File: src/rtl/smb_pkg.sv
// Shared types for the two-wire register slave.
// Assumes: byte-wide registers and 4-bit bit counting (0..9 per byte slot).
package smb_pkg;
    localparam int BYTE_W = 8;
    localparam int BITC_W = 4;

    typedef enum logic [2:0] {
        ST_IDLE  = 3'd0,
        ST_ADDR  = 3'd1,
        ST_CMD   = 3'd2,
        ST_COUNT = 3'd3,
        ST_WDATA = 3'd4,
        ST_TX    = 3'd5,
        ST_SKIP  = 3'd6
    } link_st_t;
endpackage

File: src/rtl/smb_line_sync.sv
// Synchronizes SCL and SDA into the system clock domain and derives SCL edges
// and START/STOP conditions.
// Assumes: each bus level is held for several system clocks, and both lines
// pass through identical delays, so their relative order is preserved.
module smb_line_sync #(
    parameter int STAGES = 2
) (
    input  logic clk,
    input  logic rst_n,
    input  logic scl_i,
    input  logic sda_i,
    output logic scl_s,
    output logic sda_s,
    output logic scl_rise,
    output logic scl_fall,
    output logic start_det,
    output logic stop_det
);
    logic [STAGES-1:0] scl_ff;
    logic [STAGES-1:0] sda_ff;
    logic              scl_q;
    logic              sda_q;

    // Synchronizer chains plus one history flop; reset to the idle (high) bus.
    always_ff @(posedge clk) begin
        if (!rst_n) begin
            scl_ff <= '1;
            sda_ff <= '1;
            scl_q  <= 1'b1;
            sda_q  <= 1'b1;
        end else begin
            scl_ff <= {scl_ff[STAGES-2:0], scl_i};
            sda_ff <= {sda_ff[STAGES-2:0], sda_i};
            scl_q  <= scl_ff[STAGES-1];
            sda_q  <= sda_ff[STAGES-1];
        end
    end

    assign scl_s     = scl_ff[STAGES-1];
    assign sda_s     = sda_ff[STAGES-1];
    assign scl_rise  = scl_s & ~scl_q;
    assign scl_fall  = ~scl_s & scl_q;
    assign start_det = scl_s & scl_q & sda_q & ~sda_s;
    assign stop_det  = scl_s & scl_q & ~sda_q & sda_s;
endmodule

File: src/rtl/smb_reg_bank.sv
// Bank of NREG byte registers with reset defaults, one write port and one
// read port.
// Assumes: wr_idx and rd_idx are byte-wide pointers; indices at or past
// NREG write nothing and read as zero.
module smb_reg_bank #(
    parameter int                NREG     = 8,
    parameter logic [NREG*8-1:0] DEFAULTS = '0
) (
    input  logic              clk,
    input  logic              rst_n,
    input  logic              wr_en,
    input  logic [7:0]        wr_idx,
    input  logic [7:0]        wr_data,
    input  logic [7:0]        rd_idx,
    output logic [7:0]        rd_data,
    output logic [NREG*8-1:0] regs_flat
);
    for (genvar g = 0; g < NREG; g++) begin : g_reg
        logic [7:0] q;
        // One register: load its default on reset, take data on a matching write.
        always_ff @(posedge clk) begin
            if (!rst_n) begin
                q <= DEFAULTS[g*8 +: 8];
            end else if (wr_en && (wr_idx == 8'(g))) begin
                q <= wr_data;
            end
        end
        assign regs_flat[g*8 +: 8] = q;
    end

    // Read multiplexer; out-of-range pointers return zero.
    always_comb begin
        rd_data = 8'h00;
        for (int i = 0; i < NREG; i++) begin
            if (rd_idx == 8'(i)) rd_data = regs_flat[i*8 +: 8];
        end
    end
endmodule

File: src/rtl/smb_link_fsm.sv
// Bit and byte protocol engine. It receives bytes on SCL rising edges, drives
// the acknowledge and read data after SCL falling edges, and decodes the
// address, command, count and data phases.
// Assumes: a START or STOP resets the byte machine; the mode and pointer set
// by the last command survive a repeated START.
module smb_link_fsm
    import smb_pkg::*;
#(
    parameter int         NREG  = 8,
    parameter logic [6:0] ADDR7 = 7'h69
) (
    input  logic       clk,
    input  logic       rst_n,
    input  logic       sda_s,
    input  logic       scl_rise,
    input  logic       scl_fall,
    input  logic       start_det,
    input  logic       stop_det,
    input  logic [7:0] rd_data,
    output logic [7:0] rd_idx,
    output logic       wr_en,
    output logic [7:0] wr_idx,
    output logic [7:0] wr_data,
    output logic       sda_pull
);
    localparam logic [7:0] COUNT_B = 8'(NREG);

    link_st_t          state;
    link_st_t          nxt;
    logic [BITC_W-1:0] bitcnt;
    logic [7:0]        shreg;
    logic [7:0]        tx;
    logic [7:0]        ptr;
    logic              nack;
    logic              byte_mode;
    logic              cnt_pend;
    logic [7:0]        tx_next;

    // Next byte to send: the bank size first in a block read, then register data.
    assign tx_next = cnt_pend ? COUNT_B : rd_data;
    assign rd_idx  = ptr;

    function automatic logic [7:0] bump(input logic [7:0] p);
        return (p == 8'hFF) ? p : p + 8'd1;
    endfunction

    // Protocol sequencer: bit counting, acknowledge, transmit shifting, writes.
    always_ff @(posedge clk) begin
        if (!rst_n) begin
            state     <= ST_IDLE;
            nxt       <= ST_IDLE;
            bitcnt    <= '0;
            shreg     <= '0;
            tx        <= '0;
            ptr       <= '0;
            nack      <= 1'b0;
            byte_mode <= 1'b0;
            cnt_pend  <= 1'b0;
            sda_pull  <= 1'b0;
            wr_en     <= 1'b0;
            wr_idx    <= '0;
            wr_data   <= '0;
        end else begin
            wr_en <= 1'b0;
            if (start_det) begin
                state    <= ST_ADDR;
                bitcnt   <= '0;
                sda_pull <= 1'b0;
            end else if (stop_det) begin
                state    <= ST_IDLE;
                bitcnt   <= '0;
                sda_pull <= 1'b0;
            end else if (state != ST_IDLE) begin
                if (scl_rise) begin
                    if (bitcnt < 4'd9) bitcnt <= bitcnt + 4'd1;
                    if (bitcnt < 4'd8) shreg <= {shreg[6:0], sda_s};
                    if (bitcnt == 4'd8) nack <= sda_s;
                end else if (scl_fall && state == ST_TX) begin
                    if (bitcnt >= 4'd1 && bitcnt <= 4'd7) begin
                        tx       <= {tx[6:0], 1'b0};
                        sda_pull <= ~tx[6];
                    end else if (bitcnt == 4'd8) begin
                        sda_pull <= 1'b0;
                    end else if (bitcnt == 4'd9) begin
                        bitcnt <= '0;
                        if (nack) begin
                            state <= ST_SKIP;
                        end else begin
                            tx       <= tx_next;
                            sda_pull <= ~tx_next[7];
                            if (cnt_pend) cnt_pend <= 1'b0;
                            else          ptr      <= bump(ptr);
                        end
                    end
                end else if (scl_fall && state != ST_SKIP) begin
                    if (bitcnt == 4'd8) begin
                        sda_pull <= 1'b1;
                        unique case (state)
                            ST_ADDR: begin
                                if (shreg[7:1] != ADDR7) begin
                                    sda_pull <= 1'b0;
                                    state    <= ST_SKIP;
                                end
                                nxt <= shreg[0] ? ST_TX : ST_CMD;
                            end
                            ST_CMD: begin
                                byte_mode <= shreg[7];
                                ptr       <= shreg[7] ? {1'b0, shreg[6:0]} : 8'h00;
                                cnt_pend  <= ~shreg[7];
                                nxt       <= shreg[7] ? ST_WDATA : ST_COUNT;
                            end
                            ST_COUNT: nxt <= ST_WDATA;
                            default: begin
                                if (ptr < COUNT_B) begin
                                    wr_en   <= 1'b1;
                                    wr_idx  <= ptr;
                                    wr_data <= shreg;
                                end
                                ptr <= byte_mode ? 8'hFF : bump(ptr);
                                nxt <= ST_WDATA;
                            end
                        endcase
                    end else if (bitcnt == 4'd9) begin
                        sda_pull <= 1'b0;
                        bitcnt   <= '0;
                        state    <= nxt;
                        if (nxt == ST_TX) begin
                            tx       <= tx_next;
                            sda_pull <= ~tx_next[7];
                            if (cnt_pend) cnt_pend <= 1'b0;
                            else          ptr      <= bump(ptr);
                        end
                    end
                end
            end
        end
    end
endmodule

File: src/rtl/smb_reg_slave.sv
// Top level of the two-wire control register slave: line synchronizer,
// protocol engine and register bank.
// Assumes: the bus is oversampled by clk at several times the SCL rate.
module smb_reg_slave #(
    parameter int                NREG     = 8,
    parameter logic [6:0]        ADDR7    = 7'h69,
    parameter logic [NREG*8-1:0] DEFAULTS = 64'h7F3C_5AA5_FF00_C3E1
) (
    input  logic              clk,
    input  logic              rst_n,
    input  logic              scl_i,
    input  logic              sda_i,
    output logic              sda_pull_o,
    output logic [NREG*8-1:0] regs_o
);
    logic       scl_s, sda_s, scl_rise, scl_fall, start_det, stop_det;
    logic       wr_en;
    logic [7:0] wr_idx, wr_data, rd_idx, rd_data;

    smb_line_sync #(.STAGES(2)) sync_i (
        .clk(clk), .rst_n(rst_n), .scl_i(scl_i), .sda_i(sda_i),
        .scl_s(scl_s), .sda_s(sda_s), .scl_rise(scl_rise), .scl_fall(scl_fall),
        .start_det(start_det), .stop_det(stop_det)
    );

    smb_link_fsm #(.NREG(NREG), .ADDR7(ADDR7)) link_i (
        .clk(clk), .rst_n(rst_n), .sda_s(sda_s), .scl_rise(scl_rise),
        .scl_fall(scl_fall), .start_det(start_det), .stop_det(stop_det),
        .rd_data(rd_data), .rd_idx(rd_idx), .wr_en(wr_en), .wr_idx(wr_idx),
        .wr_data(wr_data), .sda_pull(sda_pull_o)
    );

    smb_reg_bank #(.NREG(NREG), .DEFAULTS(DEFAULTS)) bank_i (
        .clk(clk), .rst_n(rst_n), .wr_en(wr_en), .wr_idx(wr_idx),
        .wr_data(wr_data), .rd_idx(rd_idx), .rd_data(rd_data), .regs_flat(regs_o)
    );
endmodule

File: config.mk
export PLATFORM = sky130hd
export DESIGN_NAME = smb_reg_slave
export DESIGN_NICKNAME = d
export VERILOG_FILES = /design/src/rtl/smb_pkg.sv /design/src/rtl/smb_line_sync.sv /design/src/rtl/smb_reg_bank.sv /design/src/rtl/smb_link_fsm.sv /design/src/rtl/smb_reg_slave.sv
export SDC_FILE = /design/constraint.sdc
export NUM_CORES = 1
export LEC_CHECK = 0
export BUFFER_PORTS_ARGS = -buffer_cell sky130_fd_sc_hd__buf_4
export CORE_MARGIN = 1
export CORE_UTILIZATION = 52
export CTS_BUF_LIST = sky130_fd_sc_hd__clkbuf_8 sky130_fd_sc_hd__clkbuf_16
export CTS_CLUSTER_SIZE = 20
export DETAILED_ROUTE_END_ITERATION = 8
export HOLD_SLACK_MARGIN = 0.12
export PLACE_DENSITY = 0.72
export SYNTH_ARGS = -nofsm -noshare
export SYNTH_HDL_FRONTEND = slang
export SYNTH_HIERARCHICAL = 1
export SYNTH_SLANG_ARGS = --single-unit
File: constraint.sdc
create_clock -name clk -period 3 [get_ports clk]
set_input_delay 0.6 -clock clk [delete_from_list [all_inputs] [get_ports clk]]
set_output_delay 0.6 -clock clk [all_outputs]
set_load 0.02 [all_outputs]
# Yosys cells after proc, flatten, opt, wreduce, memory -nomap -nowiden
# Index checks and enable logic that the tools add are counted.
[op_classes]
add_sub_neg = 2
multipliers = 0
div = 0
n_lt_le_gt_ge = 5
eq_ne = 46
n_shift = 0
muxes = 78
n_bitwise = 23
reduce_logical = 42
[op_table]
columns = ["operator", "count"]
rows = [
  ["2-to-1 mux 8 bit", 21],
  ["2-to-1 mux 7 bit", 10],
  ["equality test 8 x 3 -> 1 bit (second input constant)", 8],
  ["2-to-1 mux 3 bit", 12],
  ["equality test 8 x 2 -> 1 bit (second input constant)", 4],
  ["2-to-1 mux 4 bit", 7],
  ["2-to-1 mux 1 bit", 26],
  ["AND reduction 12 bit", 2],
  ["inequality test 4 x 2 -> 1 bit (second input constant)", 5],
  ["AND reduction 10 bit", 2],
  ["inequality test 2 bit (second input constant)", 9],
  ["nonzero test 3 bit", 6],
  ["equality test 8 x 1 -> 1 bit (second input constant)", 2],
  ["zero test 8 bit", 2],
  ["inverter 1 bit", 16],
  ["case mux 8 bit (2 select lines)", 1],
  ["logical AND 1 bit", 11],
  ["AND reduction 11 bit", 1],
  ["OR reduction 11 bit", 1],
  ["AND reduction 5 bit", 2],
  ["nonzero test 2 bit", 5],
  ["inequality test 3 bit (second input constant)", 3],
  ["AND reduction 9 bit", 1],
  ["adder 8 x 1 -> 8 bit (second input constant)", 1],
  ["24 further kinds", 38],
]
[totals]
register_bits = 124
latchBits = 0
ramBits = 0
rom_bits = 0
inputBits = 4
output_inout_bits = 65
word_cells = 222
memories = 0

# Logic depth before layout (Yosys ltp)
# Gate-level depths: netlist of the first run.
[logic_depth]
ltp_word = 16
mapped_depth = 11
mapped_depth_nobuf = 9

# By module
# Netlist of the first run, hierarchy kept.
[by_module_without_submodules]
columns = ["mod", "instances", "cells_each", "area_each_um2"]
rows = [
  ["smb_link_fsm", 1, 373, 3057.9],
  ["smb_reg_bank", 1, 313, 2866.5],
  ["smb_line_sync", 1, 16, 190.2],
]

# Worst setup path after synthesis of the first run
# Ideal clock, no wire load.
[synth_timing]
path_type = "register to register"
startpoint = "register sync_i.scl_q"
endpoint = "register link_i.wr_idx[1]"
setup_time_ns = 0.128
arrival_ns = 1.912
path_slack_ns = 0.960
path_stages_with_launch = 9
path_buffers = 2
synth_period_minus_slack_ns = 2.040
path_cell_list = "dfxtp_1 nor2b_1 and2b_1 nand2_1 or4_1 buf_2 buf_6 mux2i_1 nor2_1"
[synth_between]
elab_cells_between_ends = 15
cone_classes = "bitwise (12); reduce/logical (3)"
[synth_lines]
columns = ["element", "line_no", "source"]
rows = [
  ["from (decl)", "smb_line_sync.sv:21", "logic scl_q;"],
  ["from (signal assigned)", "smb_line_sync.sv:34", "scl_q <= scl_ff[STAGES-1];"],
  ["AND 1 bit *", "smb_line_sync.sv:42", "assign scl_fall = ~scl_s & scl_q;"],
  ["named net scl_fall", "smb_reg_slave.sv:16", "logic scl_s, sda_s, scl_rise, scl_fall, start_det, stop_det;"],
  ["logical AND 1 bit", "smb_link_fsm.sv:78", "end else if (scl_fall && state == ST_TX) begin"],
  ["inverter 1 bit (no source line)", "--", ""],
  ["AND reduction 9 bit (no source line) *", "--", ""],
  ["to (signal assigned)", "smb_link_fsm.sv:116", "wr_idx <= ptr;"],
  ["to (decl)", "smb_link_fsm.sv:22", "output logic [7:0] wr_idx,"],
]
# Mark *: on every way through the listed nets, which the timed path passes. The rest lies on a longest branch.
# A chain may end at the register's enable or synchronous reset.

# Worst setup path after layout of the first run
[layout_timing]
startpoint = "register link_i.bitcnt[0]"
endpoint = "register link_i.wr_data[4]"
[layout_between]
elab_chain_cells = 2
[layout_lines]
columns = ["element", "line_no", "source"]
rows = [
  ["from (decl)", "smb_link_fsm.sv:30", "logic [BITC_W-1:0] bitcnt;"],
  ["from (signal assigned)", "smb_link_fsm.sv:75", "if (bitcnt < 4'd9) bitcnt <= bitcnt + 4'd1;"],
  ["equality test 4 bit", "smb_link_fsm.sv:96", "if (bitcnt == 4'd8) begin"],
  ["AND reduction 9 bit (no source line)", "--", ""],
  ["to (signal assigned)", "smb_link_fsm.sv:117", "wr_data <= shreg;"],
  ["to (decl)", "smb_link_fsm.sv:23", "output logic [7:0] wr_data,"],
]
# No other way between the ends.

==> report_table.html, run 1 <==
<table>
<tr><th>Metric</th><th>Value</th></tr>
<tr><th colspan="2">Synth</th></tr>
<tr><td>Post-synthesis xor/xnor area fraction</td><td>0.00143</td></tr>
<tr><td>Post-synth top flop</td><td>dfxtp_1</td></tr>
<tr><td>Synthesis-stage register bit count</td><td>124</td></tr>
<tr><td>Cell variety after synth</td><td>75</td></tr>
<tr><td>Adder and majority cell fraction of the synthesized area</td><td>0.00818</td></tr>
<tr><td>Simple-gate portion of the synthesized area</td><td>0.238</td></tr>
<tr><td>Syn. warnings</td><td>6</td></tr>
<tr><td>Area of the mapped netlist</td><td>0.00611 sq mm</td></tr>
<tr><td>Fraction of the yosys area taken by sequential cells</td><td>0.406</td></tr>
<tr><td>Largest family of logic cells by synthesized area</td><td>simple AND/OR/NAND/NOR gates</td></tr>
<tr><td>Async set-reset flop share out of synthesis</td><td>0</td></tr>
<tr><td>Portion of netlist area occupied by mux cells</td><td>0.122</td></tr>
<tr><td>Synthesized netlist cell count</td><td>702</td></tr>
<tr><td>Share of the synthesized area in compound gates (AO/OA/AOI/OAI)</td><td>0.174</td></tr>
<tr><td>Post-Syn Area per Cell</td><td>8.71 sq um</td></tr>
<tr><td>Number of synthesized flops with an enable pin</td><td>0</td></tr>
<tr><td>Nets in the synthesized netlist</td><td>710</td></tr>
<tr><th colspan="2">STA</th></tr>
<tr><td>Final setup viols</td><td>0</td></tr>
<tr><td>Worst clock skew</td><td>0.00707 ns</td></tr>
<tr><td>Final Slew Violations</td><td>0</td></tr>
<tr><td>Final cycle utilization of the critical path</td><td>0.808</td></tr>
<tr><td>Hold Vio Cnt, Final</td><td>0</td></tr>
<tr><td>Post-route setup TNS</td><td>0 ns</td></tr>
<tr><td>Worst slew margin relative to its limit</td><td>0.440</td></tr>
<tr><td>Setup repair after global routing missed its margin</td><td>false</td></tr>
<tr><td>Minimum setup slack in the final design</td><td>0.575 ns</td></tr>
<tr><td>Post-layout minimum cycle time</td><td>2.42 ns</td></tr>
<tr><td>Timing-limited maximum frequency</td><td>412 MHz</td></tr>
<tr><td>Transition at the pin with the smallest max-transition slack</td><td>0.838 ns</td></tr>
<tr><th colspan="2">Global route</th></tr>
<tr><td>Number of global-route vias before repair</td><td>5,165</td></tr>
<tr><td>GRT Overall Usage</td><td>0.270</td></tr>
<tr><td>Initial antenna violation count</td><td>0</td></tr>
<tr><td>Overflow after GRT</td><td>0</td></tr>
<tr><td>Global-route wire length before repair</td><td>26,600 um</td></tr>
<tr><td>Maximum number of pins on one net before global-route repair</td><td>52</td></tr>
<tr><th colspan="2">Die</th></tr>
<tr><td>Cell row count</td><td>39</td></tr>
<tr><td>Core ar.</td><td>0.0114 sq mm</td></tr>
<tr><td>Die Y</td><td>110 um</td></tr>
<tr><td>Die X</td><td>110 um</td></tr>
<tr><td>Effective utilization at floorplan</td><td>0.536</td></tr>
<tr><td>Top Ports</td><td>69</td></tr>
<tr><td>Die outline area</td><td>0.0122 sq mm</td></tr>
<tr><th colspan="2">Setup path</th></tr>
<tr><td>Category of the critical setup timing path</td><td>flop to flop</td></tr>
<tr><td>Critical Path Max Stage Delay</td><td>0.84 ns</td></tr>
<tr><td>Cells along the critical path</td><td>inv_1 &gt; ha_1 &gt; and3b_1 &gt; nand2_1 &gt; or4_1 &gt; mux2i_1 &gt; nor2_1</td></tr>
<tr><td>Master of the slowest instance on the critical path</td><td>or4_1</td></tr>
<tr><td>Launching element type of the critical path</td><td>flop</td></tr>
<tr><td>Data required time of the worst path</td><td>3.29 ns</td></tr>
<tr><td>Highest fanout seen on the critical path</td><td>17</td></tr>
<tr><td>Worst path arrival time</td><td>2.71 ns</td></tr>
<tr><td>CP endpoint kind</td><td>flop</td></tr>
<tr><th colspan="2">Placed design</th></tr>
<tr><td>RePlAce Congestion</td><td>0.862</td></tr>
<tr><td>Pre-CTS setup slack</td><td>0.626 ns</td></tr>
<tr><td>Number of input and output port buffers inserted</td><td>68</td></tr>
<tr><td>Post-detail-place hpwl</td><td>11,400 um</td></tr>
<tr><td>Placed cell areas</td><td>0.00666 sq mm</td></tr>
<tr><th colspan="2">Clocking</th></tr>
<tr><td>CTS Hold Bufs</td><td>0</td></tr>
<tr><td>Worst-case clock buffer depth</td><td>2</td></tr>
<tr><td>Worst skew pair latency</td><td>0.42 ns</td></tr>
<tr><td>Number of buffers created by CTS</td><td>17</td></tr>
<tr><td>Clock input transition at the sequential cells of the worst setup and hold paths</td><td>0.06 ns</td></tr>
<tr><td>Total number of H-tree levels</td><td>4</td></tr>
<tr><td>Post-CTS setup repair buffer count</td><td>0</td></tr>
<tr><td>CTS sink count</td><td>124</td></tr>
<tr><td>Number of cells upsized or downsized after cts</td><td>0</td></tr>
<tr><td>Root cell of the clock tree</td><td>clkbuf_16</td></tr>
<tr><td>CTS tree</td><td>yes</td></tr>
<tr><th colspan="2">Pwr</th></tr>
<tr><td>Internal power</td><td>3050 uW</td></tr>
<tr><td>Lkg Pwr</td><td>0.00306 uW</td></tr>
<tr><td>Seq pwr share</td><td>0.431</td></tr>
<tr><td>Pwr per Cell Area</td><td>528 mW/mm^2</td></tr>
<tr><td>Switching power</td><td>791 uW</td></tr>
<tr><td>Clock share of power</td><td>0.554</td></tr>
<tr><td>Proportion of power drawn by combinational gates</td><td>0.015</td></tr>
<tr><td>Sw Share</td><td>0.206</td></tr>
<tr><td>Max VDD drop</td><td>0.432 mV</td></tr>
<tr><th colspan="2">Cells and area</th></tr>
<tr><td>Layout overhead on the synthesized area</td><td>19.1%</td></tr>
<tr><td>Post-layout util</td><td>0.638</td></tr>
<tr><td>Post-layout instance area</td><td>0.00728 sq mm</td></tr>
<tr><td>Total Nets Final</td><td>758</td></tr>
<tr><td>Ratio of cells with drive above 1 in the final layout</td><td>0.178</td></tr>
<tr><td>Antenna diodes</td><td>0</td></tr>
<tr><th colspan="2">Hold path</th></tr>
<tr><td>Classification of the worst-slack hold path</td><td>input pin to flop</td></tr>
<tr><th colspan="2">Route</th></tr>
<tr><td>Average vias per placed instance</td><td>6.23</td></tr>
<tr><td>Number of antenna-violating nets in the routed design</td><td>0</td></tr>
<tr><td>DRT Wirelength</td><td>16,200 um</td></tr>
<tr><td>Length of the first detailed-routing pass in iterations</td><td>5</td></tr>
<tr><td>Count of vias placed by the detailed router</td><td>5,644</td></tr>
<tr><td>Post-DR wirelength/cell</td><td>17.9 um</td></tr>
<tr><td>Iteration-0 DRC Markers</td><td>516</td></tr>
<tr><td>DRC errors left</td><td>0</td></tr>
<tr><th colspan="2">Status</th></tr>
<tr><td>Run status</td><td>completed</td></tr>
<tr><th colspan="2">Flow run</th></tr>
<tr><td>Maximum Capacitance Violations</td><td>0</td></tr>
</table>
-- kinds of logic after synthesis --
| kind of cell | after synthesis |
|---|---|
| compound gates | 166 |
| buf+inv | 68 |
| flops | 124 |
| xor+xnor | 1 |
| simple gates | 270 |
| mux | 69 |
| fa+ha+maj | 4 |
-- metal layers --
metal,GRT usage,routed length [um],vias to the layer above
met5,0,0,-
met1,0.351,7110,2703
li1,-,-,2674
met4,0.109,354,0
met3,0.0521,1060,30
met2,0.439,7670,237
-- final cells by class --
| class | count | area (sq um) |
|---|---|---|
| fillers | 960 | 4140 |
| multi-input cells | 510 | 3320 |
| inverters | 14 | 52.6 |
| clock inverters | 11 | 140 |
| well taps | 143 | 179 |
| repair buffers | 83 | 623 |
| flip-flops and latches | 124 | 2480 |
| clock buffers | 21 | 480 |
-- per-stage QoR --
stage / power, uW / hold WS [ns] / std cells
after global placement: 1750 / 0.395 / 874
after detailed placement: 1750 / 0.403 / 874
after floorplan: 1730 / 0.386 / 702
after global routing: 3930 / 0.357 / 906
after CTS: 3860 / 0.352 / 906
final: 3850 / 0.360 / 906
-- path summary, 6_finish.rpt --
path | slack (ns) | endpoint | depth (start not counted) | from
worst max-delay path | 0.58 | link_i/wr_data[4] | 7 | link_i/bitcnt[0]
worst min-delay path | 0.36 | sync_i/scl_ff[0] | 2 | scl_i
worst max register to register | 0.58 | link_i/wr_data[4] | 7 | link_i/bitcnt[0]
worst min register to register | 0.41 | sync_i/sda_ff[1] | 1 | sync_i/sda_ff[0]
-- synth_stat cells (all sizes together), types with 7 or more instances --
master / instances / area, sq um
dfxtp: 124 / 2480
and3: 9 / 56.3
nand2b: 12 / 75.1
clkbuf: 25 / 93.8
nor2b: 11 / 68.8
nand3: 51 / 255
buf: 29 / 161
nor3: 13 / 70.1
nand2: 83 / 312
inv: 13 / 48.8
o21ai: 66 / 330
a21oi: 31 / 159
nor3b: 11 / 82.6
nor2: 33 / 124
a2111oi: 7 / 61.3
mux2i: 62 / 621
-- layout by cell type, fill, tap and decap left out, types with 4 or more instances in the layout --
| cell | count |
|---|---|
| dfxtp_1 | 124 |
| nand2_1 | 83 |
| buf_4 | 83 |
| o21ai_0 | 65 |
| mux2i_1 | 62 |
| nand3_1 | 51 |
| nor2_1 | 33 |
| a21oi_1 | 30 |
| clkbuf_16 | 17 |
| inv_1 | 14 |
| nor3_1 | 12 |
| nand2b_1 | 12 |
| nor2b_1 | 11 |
| nor3b_1 | 11 |
| and3_1 | 9 |
| a2111oi_0 | 7 |
| o221ai_1 | 6 |
| a31oi_1 | 6 |
| a211oi_1 | 5 |
| o22ai_1 | 5 |
| nand4_1 | 5 |
| nor4_1 | 5 |
| o211ai_1 | 5 |
| mux4_2 | 4 |
| a22oi_1 | 4 |
| nand4b_1 | 4 |
| clkbuf_8 | 4 |
| nand3b_1 | 4 |
| and4b_1 | 4 |
| ha_1 | 4 |
-- sequential cells by signal, summed over array words and instances (netlist names) --
register          count
bank_i/g.q           64
link_i/rd_idx         8
link_i/shreg          8
link_i/wr_data        8
link_i/wr_idx         8
link_i/tx             7
link_i/bitcnt         4
link_i/nxt            3
link_i/state          3
sync_i/scl_ff         2
sync_i/sda_ff         2
link_i/byte_mode      1
link_i/cnt_pend       1
link_i/nack           1
link_i/sda_pull       1
link_i/wr_en          1
sync_i/scl_q          1
sync_i/sda_q          1
-- critical path, delay by kind of cell, from the launching register on --
family	cells	cell delay, ns
fa+ha+maj	1	0.30
buf+inv	1	0.10
flops	1	0.35
mux	1	0.30
simple gates	4	1.24
-- power groups by stage --
stage / logic (uW) / clock network, uW / registers [uW]
global route: 63.9 / 2210 / 1660
global placement: 56.5 / 0 / 1690
finish: 57.9 / 2130 / 1660
CTS: 57.7 / 2140 / 1660
detailed placement: 57.5 / 0 / 1690
floorplan: 43.8 / 0 / 1690
(Power assumes the default switching activity.)
==> run 2, diff against run 1 <==
--- a/config.mk
+++ b/config.mk
@@ -12,7 +12,7 @@
 export CTS_CLUSTER_SIZE = 20
 export DETAILED_ROUTE_END_ITERATION = 8
 export HOLD_SLACK_MARGIN = 0.12
-export PLACE_DENSITY = 0.72
+export PLACE_DENSITY = 0.75
 export SYNTH_ARGS = -nofsm -noshare
 export SYNTH_HDL_FRONTEND = slang
 export SYNTH_HIERARCHICAL = 1
==> constraint.sdc (replaced) <==
create_clock -name clk -period 2.2 [get_ports clk]
set_input_delay 0.44 -clock clk [delete_from_list [all_inputs] [get_ports clk]]
set_output_delay 0.44 -clock clk [all_outputs]
set_load 0.02 [all_outputs]
==> run 2 against run 1 <==
  * Critical path depth unchanged
  * Combinational power up 53%
  * First-iteration DRC count is 13% higher
  * Total power increased by 35%
  * Critical path type unchanged
==> report_table.html, run 2 (same netlist as run 1, synthesis figures left out) <==
<table>
<tr><th>Metric</th><th>Value</th></tr>
<tr><th colspan="2">Status</th></tr>
<tr><td>Run status</td><td>completed</td></tr>
<tr><th colspan="2">Die</th></tr>
<tr><td>Die X</td><td>110 um</td></tr>
<tr><td>Top Ports</td><td>69</td></tr>
<tr><td>Die Y</td><td>110 um</td></tr>
<tr><td>Die outline area</td><td>0.0122 sq mm</td></tr>
<tr><td>Effective utilization at floorplan</td><td>0.536</td></tr>
<tr><td>Core ar.</td><td>0.0114 sq mm</td></tr>
<tr><td>Cell row count</td><td>39</td></tr>
<tr><th colspan="2">Route</th></tr>
<tr><td>Count of vias placed by the detailed router</td><td>5,837</td></tr>
<tr><td>Average vias per placed instance</td><td>6.26</td></tr>
<tr><td>DRC errors left</td><td>0</td></tr>
<tr><td>Length of the first detailed-routing pass in iterations</td><td>5</td></tr>
<tr><td>Wire length the detailed router placed on met1</td><td>7120 um</td></tr>
<tr><td>Post-DR wirelength/cell</td><td>18.2 um</td></tr>
<tr><td>Length of routed met3 wiring</td><td>1190 um</td></tr>
<tr><td>Iteration-0 DRC Markers</td><td>581</td></tr>
<tr><td>Number of antenna-violating nets in the routed design</td><td>0</td></tr>
<tr><td>DRT Wirelength</td><td>17,000 um</td></tr>
<tr><td>Met2 wire len</td><td>8160 um</td></tr>
<tr><td>Uppermost metal layer occupied by signal nets</td><td>met4</td></tr>
<tr><th colspan="2">Clocking</th></tr>
<tr><td>Number of buffers created by CTS</td><td>17</td></tr>
<tr><td>Worst skew pair latency</td><td>0.42 ns</td></tr>
<tr><td>CTS sink count</td><td>124</td></tr>
<tr><td>Clock input transition at the sequential cells of the worst setup and hold paths</td><td>0.05 ns</td></tr>
<tr><td>Total number of H-tree levels</td><td>4</td></tr>
<tr><td>CTS Hold Bufs</td><td>0</td></tr>
<tr><td>Root cell of the clock tree</td><td>clkbuf_16</td></tr>
<tr><td>Worst-case clock buffer depth</td><td>2</td></tr>
<tr><td>CTS tree</td><td>yes</td></tr>
<tr><th colspan="2">Setup path</th></tr>
<tr><td>R2R cell count</td><td>7</td></tr>
<tr><td>Critical path's top delay family</td><td>simple AND/OR/NAND/NOR gates</td></tr>
<tr><td>Levels on crit path</td><td>7</td></tr>
<tr><td>Critical Path Max Stage Delay</td><td>0.49 ns</td></tr>
<tr><td>Data required time of the worst path</td><td>2.51 ns</td></tr>
<tr><td>Worst path arrival time</td><td>2.41 ns</td></tr>
<tr><td>Category of the critical setup timing path</td><td>flop to flop</td></tr>
<tr><td>Launching element type of the critical path</td><td>flop</td></tr>
<tr><td>Critical path buffers and inverters</td><td>2</td></tr>
<tr><td>Highest fanout seen on the critical path</td><td>17</td></tr>
<tr><td>CP endpoint kind</td><td>flop</td></tr>
<tr><td>Master of the slowest instance on the critical path</td><td>dfxtp_1</td></tr>
<tr><td>Top cell by count, worst path</td><td>buf_4</td></tr>
<tr><td>Cells along the critical path</td><td>nand4b_4 &gt; buf_4 &gt; nand2_1 &gt; or4_1 &gt; buf_4 &gt; mux2i_2 &gt; nor2_1</td></tr>
<tr><th colspan="2">Placed design</th></tr>
<tr><td>Placed cell areas</td><td>0.00688 sq mm</td></tr>
<tr><td>Number of input and output port buffers inserted</td><td>68</td></tr>
<tr><td>Count of placed standard cells including taps</td><td>900</td></tr>
<tr><td>RePlAce Congestion</td><td>0.902</td></tr>
<tr><td>Post-detail-place hpwl</td><td>11,900 um</td></tr>
<tr><th colspan="2">Global route</th></tr>
<tr><td>GRT Overall Usage</td><td>0.284</td></tr>
<tr><td>Number of global-route vias before repair</td><td>5,538</td></tr>
<tr><td>Initial antenna violation count</td><td>0</td></tr>
<tr><td>Overflow after GRT</td><td>0</td></tr>
<tr><td>Maximum number of pins on one net before global-route repair</td><td>34</td></tr>
<tr><td>Global-route wire length before repair</td><td>28,000 um</td></tr>
<tr><th colspan="2">STA</th></tr>
<tr><td>Final cycle utilization of the critical path</td><td>0.955</td></tr>
<tr><td>Hold Vio Cnt, Final</td><td>0</td></tr>
<tr><td>Final setup viols</td><td>0</td></tr>
<tr><td>Final Slew Violations</td><td>0</td></tr>
<tr><td>Post-layout minimum cycle time</td><td>2.10 ns</td></tr>
<tr><td>Timing-limited maximum frequency</td><td>476 MHz</td></tr>
<tr><td>Transition at the pin with the smallest max-transition slack</td><td>0.514 ns</td></tr>
<tr><td>Worst clock skew</td><td>0.00614 ns</td></tr>
<tr><td>Worst slew margin relative to its limit</td><td>0.656</td></tr>
<tr><td>Min Hold Slack</td><td>0.203 ns</td></tr>
<tr><th colspan="2">Pwr</th></tr>
<tr><td>Pwr per Cell Area</td><td>689 mW/mm^2</td></tr>
<tr><td>PnR Total Power</td><td>5190 uW</td></tr>
<tr><td>Max VDD drop</td><td>0.475 mV</td></tr>
<tr><td>Lkg Pwr</td><td>0.00321 uW</td></tr>
<tr><th colspan="2">Cells and area</th></tr>
<tr><td>Antenna diodes</td><td>0</td></tr>
<tr><td>Total Nets Final</td><td>785</td></tr>
<tr><td>Top library cells by usage in the layout, fill and taps aside</td><td>dfxtp_1 (116), buf_4 (108), nand2_1 (83), o21ai_0 (62), mux2i_1 (61)</td></tr>
<tr><td>Final Instance Count excl. Fillers</td><td>932</td></tr>
<tr><td>Register with the highest flop count</td><td>bank_i/g.q</td></tr>
<tr><td>Layout overhead on the synthesized area</td><td>23.1%</td></tr>
<tr><td>Ratio of cells with drive above 1 in the final layout</td><td>0.219</td></tr>
<tr><td>Number of flip-flops in the largest register</td><td>64</td></tr>
<tr><td>Post-layout instance area</td><td>0.00753 sq mm</td></tr>
<tr><td>Fillers</td><td>918</td></tr>
<tr><td>Leading cell type in the layout, fill and taps excluded</td><td>dfxtp_1</td></tr>
<tr><th colspan="2">Hold path</th></tr>
<tr><td>Classification of the worst-slack hold path</td><td>input pin to flop</td></tr>
<tr><td>Hold depth</td><td>2</td></tr>
<tr><th colspan="2">Flow run</th></tr>
<tr><td>Maximum Capacitance Violations</td><td>0</td></tr>
</table>
-- run 2: changes by cell type in the layout (fill, tap and decap cells not counted), moves of 2 or more --
cell / delta
dfxtp_1: -8
o21ai_0: -3
buf_12: +2
dfxtp_2: +8
buf_4: +25
inv_1: +3
clkinvlp_4: -3
o21ai_1: +3
-- run 2: worst paths after layout --
check | start | end | slack (ns)
setup / recovery | link_i/state[1] | link_i/wr_idx[2] | 0.1
hold / removal | sda_i | sync_i/sda_ff[0] | 0.20
setup reg to reg | link_i/state[1] | link_i/wr_idx[2] | 0.1
hold reg to reg | sync_i/sda_ff[0] | sync_i/sda_ff[1] | 0.41
-- run 2: metrics by stage --
stage,util,setup slack [ns],TNS (ns)
2_1_floorplan,-,0.160,0
3_3_place_gp,0.603,0.0368,0
3_5_place_dp,0.603,0.0224,0
4_1_cts,0.656,0.00413,0
5_1_grt,0.659,-0.00638,-0.00674
6_report,0.659,0.0997,0
-- run 2: cell type report --
class	instances	area (sq um)	share of cell area
flip-flops and latches	124	2490	0.331
repair buffers	110	851	0.113
inverters	14	52.6	0.00698
clock inverters	10	124	0.0165
clock buffers	21	480	0.0638
well taps	143	179	0.0238
multi-input cells	510	3350	0.445
-- run 2: timing repair --
item                                    in CTS  in global routing
setup buffers                                0                  1
endpoints found under the setup margin       0                 31
gates resized for setup                      0                 19
-- run 2: routing by layer --
metal  track usage  up-vias
met2         0.453      257
met3        0.0560       52
met4         0.150        0
li1              -     2723
met5             0        -
met1         0.362     2805
-- run 2: power by group --
group	leakage [uW]	internal (uW)	switching, uW
logic	0.00189	25.6	63.2
registers	0.00100	2250	6.17
clock network	0.000314	1870	966
total	0.00321	4150	1040
==> run 3, diff against run 2 <==
--- a/config.mk
+++ b/config.mk
@@ -17,3 +17,4 @@
 export SYNTH_HDL_FRONTEND = slang
 export SYNTH_HIERARCHICAL = 1
 export SYNTH_SLANG_ARGS = --single-unit
+export TNS_END_PERCENT = 20
==> constraint.sdc (replaced) <==
create_clock -name clk -period 2.2 [get_ports clk]
set_input_delay 0 -clock clk [delete_from_list [all_inputs] [get_ports clk]]
set_output_delay 0 -clock clk [all_outputs]
set_load 0.02 [all_outputs]
==> run 3 against run 2 <==
  * Critical path depth shrank 1
  * Global-route usage grew 0.37 points
  * Hold slack gained 0.11 ns
  * Critical path type unchanged
==> report_table.html, run 3 (same netlist as run 1, synthesis figures left out) <==
<table>
<tr><th>Metric</th><th>Value</th></tr>
<tr><th colspan="2">Cells and area</th></tr>
<tr><td>Leading cell type in the layout, fill and taps excluded</td><td>dfxtp_1</td></tr>
<tr><td>Total Nets Final</td><td>789</td></tr>
<tr><td>Top library cells by usage in the layout, fill and taps aside</td><td>dfxtp_1 (120), buf_4 (110), nand2_1 (82), o21ai_0 (64), mux2i_1 (62)</td></tr>
<tr><td>Fillers</td><td>904</td></tr>
<tr><td>Antenna diodes</td><td>0</td></tr>
<tr><td>Number of flip-flops in the largest register</td><td>64</td></tr>
<tr><td>Post-layout util</td><td>0.666</td></tr>
<tr><td>Register with the highest flop count</td><td>bank_i/g.q</td></tr>
<tr><td>Ratio of cells with drive above 1 in the final layout</td><td>0.220</td></tr>
<tr><td>Layout overhead on the synthesized area</td><td>24.4%</td></tr>
<tr><td>Final Instance Count excl. Fillers</td><td>937</td></tr>
<tr><td>Area of combinational cells with multiple inputs</td><td>0.00338 sq mm</td></tr>
<tr><td>Sequential cell area</td><td>0.00249 sq mm</td></tr>
<tr><th colspan="2">Clocking</th></tr>
<tr><td>Root cell of the clock tree</td><td>clkbuf_16</td></tr>
<tr><td>CTS sink count</td><td>124</td></tr>
<tr><td>CTS tree</td><td>yes</td></tr>
<tr><td>Worst skew pair latency</td><td>0.42 ns</td></tr>
<tr><td>Worst-case clock buffer depth</td><td>2</td></tr>
<tr><td>Total number of H-tree levels</td><td>4</td></tr>
<tr><td>Number of buffers created by CTS</td><td>17</td></tr>
<tr><td>Clock input transition at the sequential cells of the worst setup and hold paths</td><td>0.06 ns</td></tr>
<tr><td>Post-CTS setup repair buffer count</td><td>0</td></tr>
<tr><th colspan="2">Placed design</th></tr>
<tr><td>Number of input and output port buffers inserted</td><td>68</td></tr>
<tr><td>Pre-CTS setup slack</td><td>-0.0124 ns</td></tr>
<tr><td>Post-detail-place hpwl</td><td>12,300 um</td></tr>
<tr><td>Count of placed standard cells including taps</td><td>902</td></tr>
<tr><td>RePlAce Congestion</td><td>0.936</td></tr>
<tr><th colspan="2">Die</th></tr>
<tr><td>Effective utilization at floorplan</td><td>0.536</td></tr>
<tr><td>Die outline area</td><td>0.0122 sq mm</td></tr>
<tr><td>Top Ports</td><td>69</td></tr>
<tr><td>Cell row count</td><td>39</td></tr>
<tr><td>Die X</td><td>110 um</td></tr>
<tr><td>Die Y</td><td>110 um</td></tr>
<tr><td>Core ar.</td><td>0.0114 sq mm</td></tr>
<tr><th colspan="2">Route</th></tr>
<tr><td>Post-DR wirelength/cell</td><td>18.8 um</td></tr>
<tr><td>Number of antenna-violating nets in the routed design</td><td>0</td></tr>
<tr><td>DRT Wirelength</td><td>17,600 um</td></tr>
<tr><td>Iteration-0 DRC Markers</td><td>690</td></tr>
<tr><td>Length of the first detailed-routing pass in iterations</td><td>5</td></tr>
<tr><td>DRC errors left</td><td>0</td></tr>
<tr><td>Average vias per placed instance</td><td>6.21</td></tr>
<tr><td>Count of vias placed by the detailed router</td><td>5,819</td></tr>
<tr><th colspan="2">Global route</th></tr>
<tr><td>GRT Overall Usage</td><td>0.288</td></tr>
<tr><td>Maximum number of pins on one net before global-route repair</td><td>33</td></tr>
<tr><td>Number of global-route vias before repair</td><td>5,550</td></tr>
<tr><td>Initial antenna violation count</td><td>0</td></tr>
<tr><td>Global-route wire length before repair</td><td>28,200 um</td></tr>
<tr><td>Overflow after GRT</td><td>0</td></tr>
<tr><th colspan="2">STA</th></tr>
<tr><td>Min Hold Slack</td><td>0.312 ns</td></tr>
<tr><td>Timing-limited maximum frequency</td><td>473 MHz</td></tr>
<tr><td>Minimum setup slack in the final design</td><td>0.0881 ns</td></tr>
<tr><td>Final Slew Violations</td><td>0</td></tr>
<tr><td>Post-layout minimum cycle time</td><td>2.11 ns</td></tr>
<tr><td>Final cycle utilization of the critical path</td><td>0.960</td></tr>
<tr><td>Setup repair after global routing missed its margin</td><td>false</td></tr>
<tr><td>Worst slew margin relative to its limit</td><td>0.645</td></tr>
<tr><td>Transition at the pin with the smallest max-transition slack</td><td>0.531 ns</td></tr>
<tr><td>Worst clock skew</td><td>0.00946 ns</td></tr>
<tr><td>Final setup viols</td><td>0</td></tr>
<tr><td>Hold Vio Cnt, Final</td><td>0</td></tr>
<tr><th colspan="2">Flow run</th></tr>
<tr><td>Maximum Capacitance Violations</td><td>0</td></tr>
<tr><th colspan="2">Hold path</th></tr>
<tr><td>Classification of the worst-slack hold path</td><td>input pin to flop</td></tr>
<tr><th colspan="2">Pwr</th></tr>
<tr><td>Clock share of power</td><td>0.554</td></tr>
<tr><td>Pwr per Cell Area</td><td>692 mW/mm^2</td></tr>
<tr><td>Sw Share</td><td>0.198</td></tr>
<tr><td>Internal power</td><td>4220 uW</td></tr>
<tr><td>PnR Total Power</td><td>5260 uW</td></tr>
<tr><td>Seq pwr share</td><td>0.429</td></tr>
<tr><td>Proportion of power drawn by combinational gates</td><td>0.018</td></tr>
<tr><td>Switching power</td><td>1040 uW</td></tr>
<tr><td>Lkg Pwr</td><td>0.00324 uW</td></tr>
<tr><td>Max VDD drop</td><td>0.663 mV</td></tr>
<tr><th colspan="2">Setup path</th></tr>
<tr><td>Launching element type of the critical path</td><td>flop</td></tr>
<tr><td>Highest fanout seen on the critical path</td><td>8</td></tr>
<tr><td>Data required time of the worst path</td><td>2.49 ns</td></tr>
<tr><td>CP endpoint kind</td><td>flop</td></tr>
<tr><td>Category of the critical setup timing path</td><td>flop to flop</td></tr>
<tr><td>Worst path arrival time</td><td>2.40 ns</td></tr>
<tr><th colspan="2">Status</th></tr>
<tr><td>Run status</td><td>completed</td></tr>
</table>
-- run 3: cell count changes in the layout (fill, tap and decap cells not counted), sizes merged --
cell         change
buf              +1
clkbuf           +2
clkinv           -2
clkinvlp         +1
dlygate4sd3      +3
-- run 3: worst paths after layout --
kind | slack [ns] | end | start | cells past startpoint
hold / removal | 0.31 | sync_i/sda_ff[0] | sda_i | 3
hold reg to reg | 0.41 | sync_i/sda_ff[1] | sync_i/sda_ff[0] | 1
setup / recovery | 0.09 | link_i/tx[5] | link_i/rd_idx[1] | 6
setup reg to reg | 0.09 | link_i/tx[5] | link_i/rd_idx[1] | 6
-- run 3: power groups by stage --
stage	logic, uW	registers, uW	clock network [uW]
6_report	92.3	2260	2910
5_1_grt	99.5	2260	3040
3_3_place_gp	82.9	2310	0
2_1_floorplan	59.7	2300	0
3_5_place_dp	85.1	2310	0
4_1_cts	89.5	2260	2930
-- run 3: per-layer routing --
layer / global-route usage / wire [um]
met1: 0.357 / 7420
met5: 0 / 0
met3: 0.0774 / 1150
met2: 0.466 / 8450
met4: 0.130 / 557
-- run 3: cell type report --
type                       count  share of cell area
clock buffer                  23              0.0668
timing repair buffer         114               0.115
multi-input combinational    510               0.445
sequential                   124               0.327
clock inverter                 9              0.0155
tap                          143              0.0235
inverter                      14             0.00691
-- run 3: worst max-delay path: stages, from the launching register on --
cell and delay [ns]:
dfxtp_2 0.43, mux4_2 0.53, mux2i_1 0.24, nor2_1 0.10
nor3b_1 0.14, a2111oi_0 0.47, nor3_1 0.08
-- run 3: timing repair --
item,in CTS,in global routing
pin swaps,0,1
endpoints found under the setup margin,3,34
gates resized for setup,3,19
hold endpoints to repair,26,0
hold buffers,3,0
-- run 3: per-stage QoR --
stage	area (sq um)	setup TNS, ns
floorplan	6110	0
global placement	6880	-0.00895
detailed placement	6880	-0.0124
CTS	7540	0
global route	7600	0
finish	7600	0
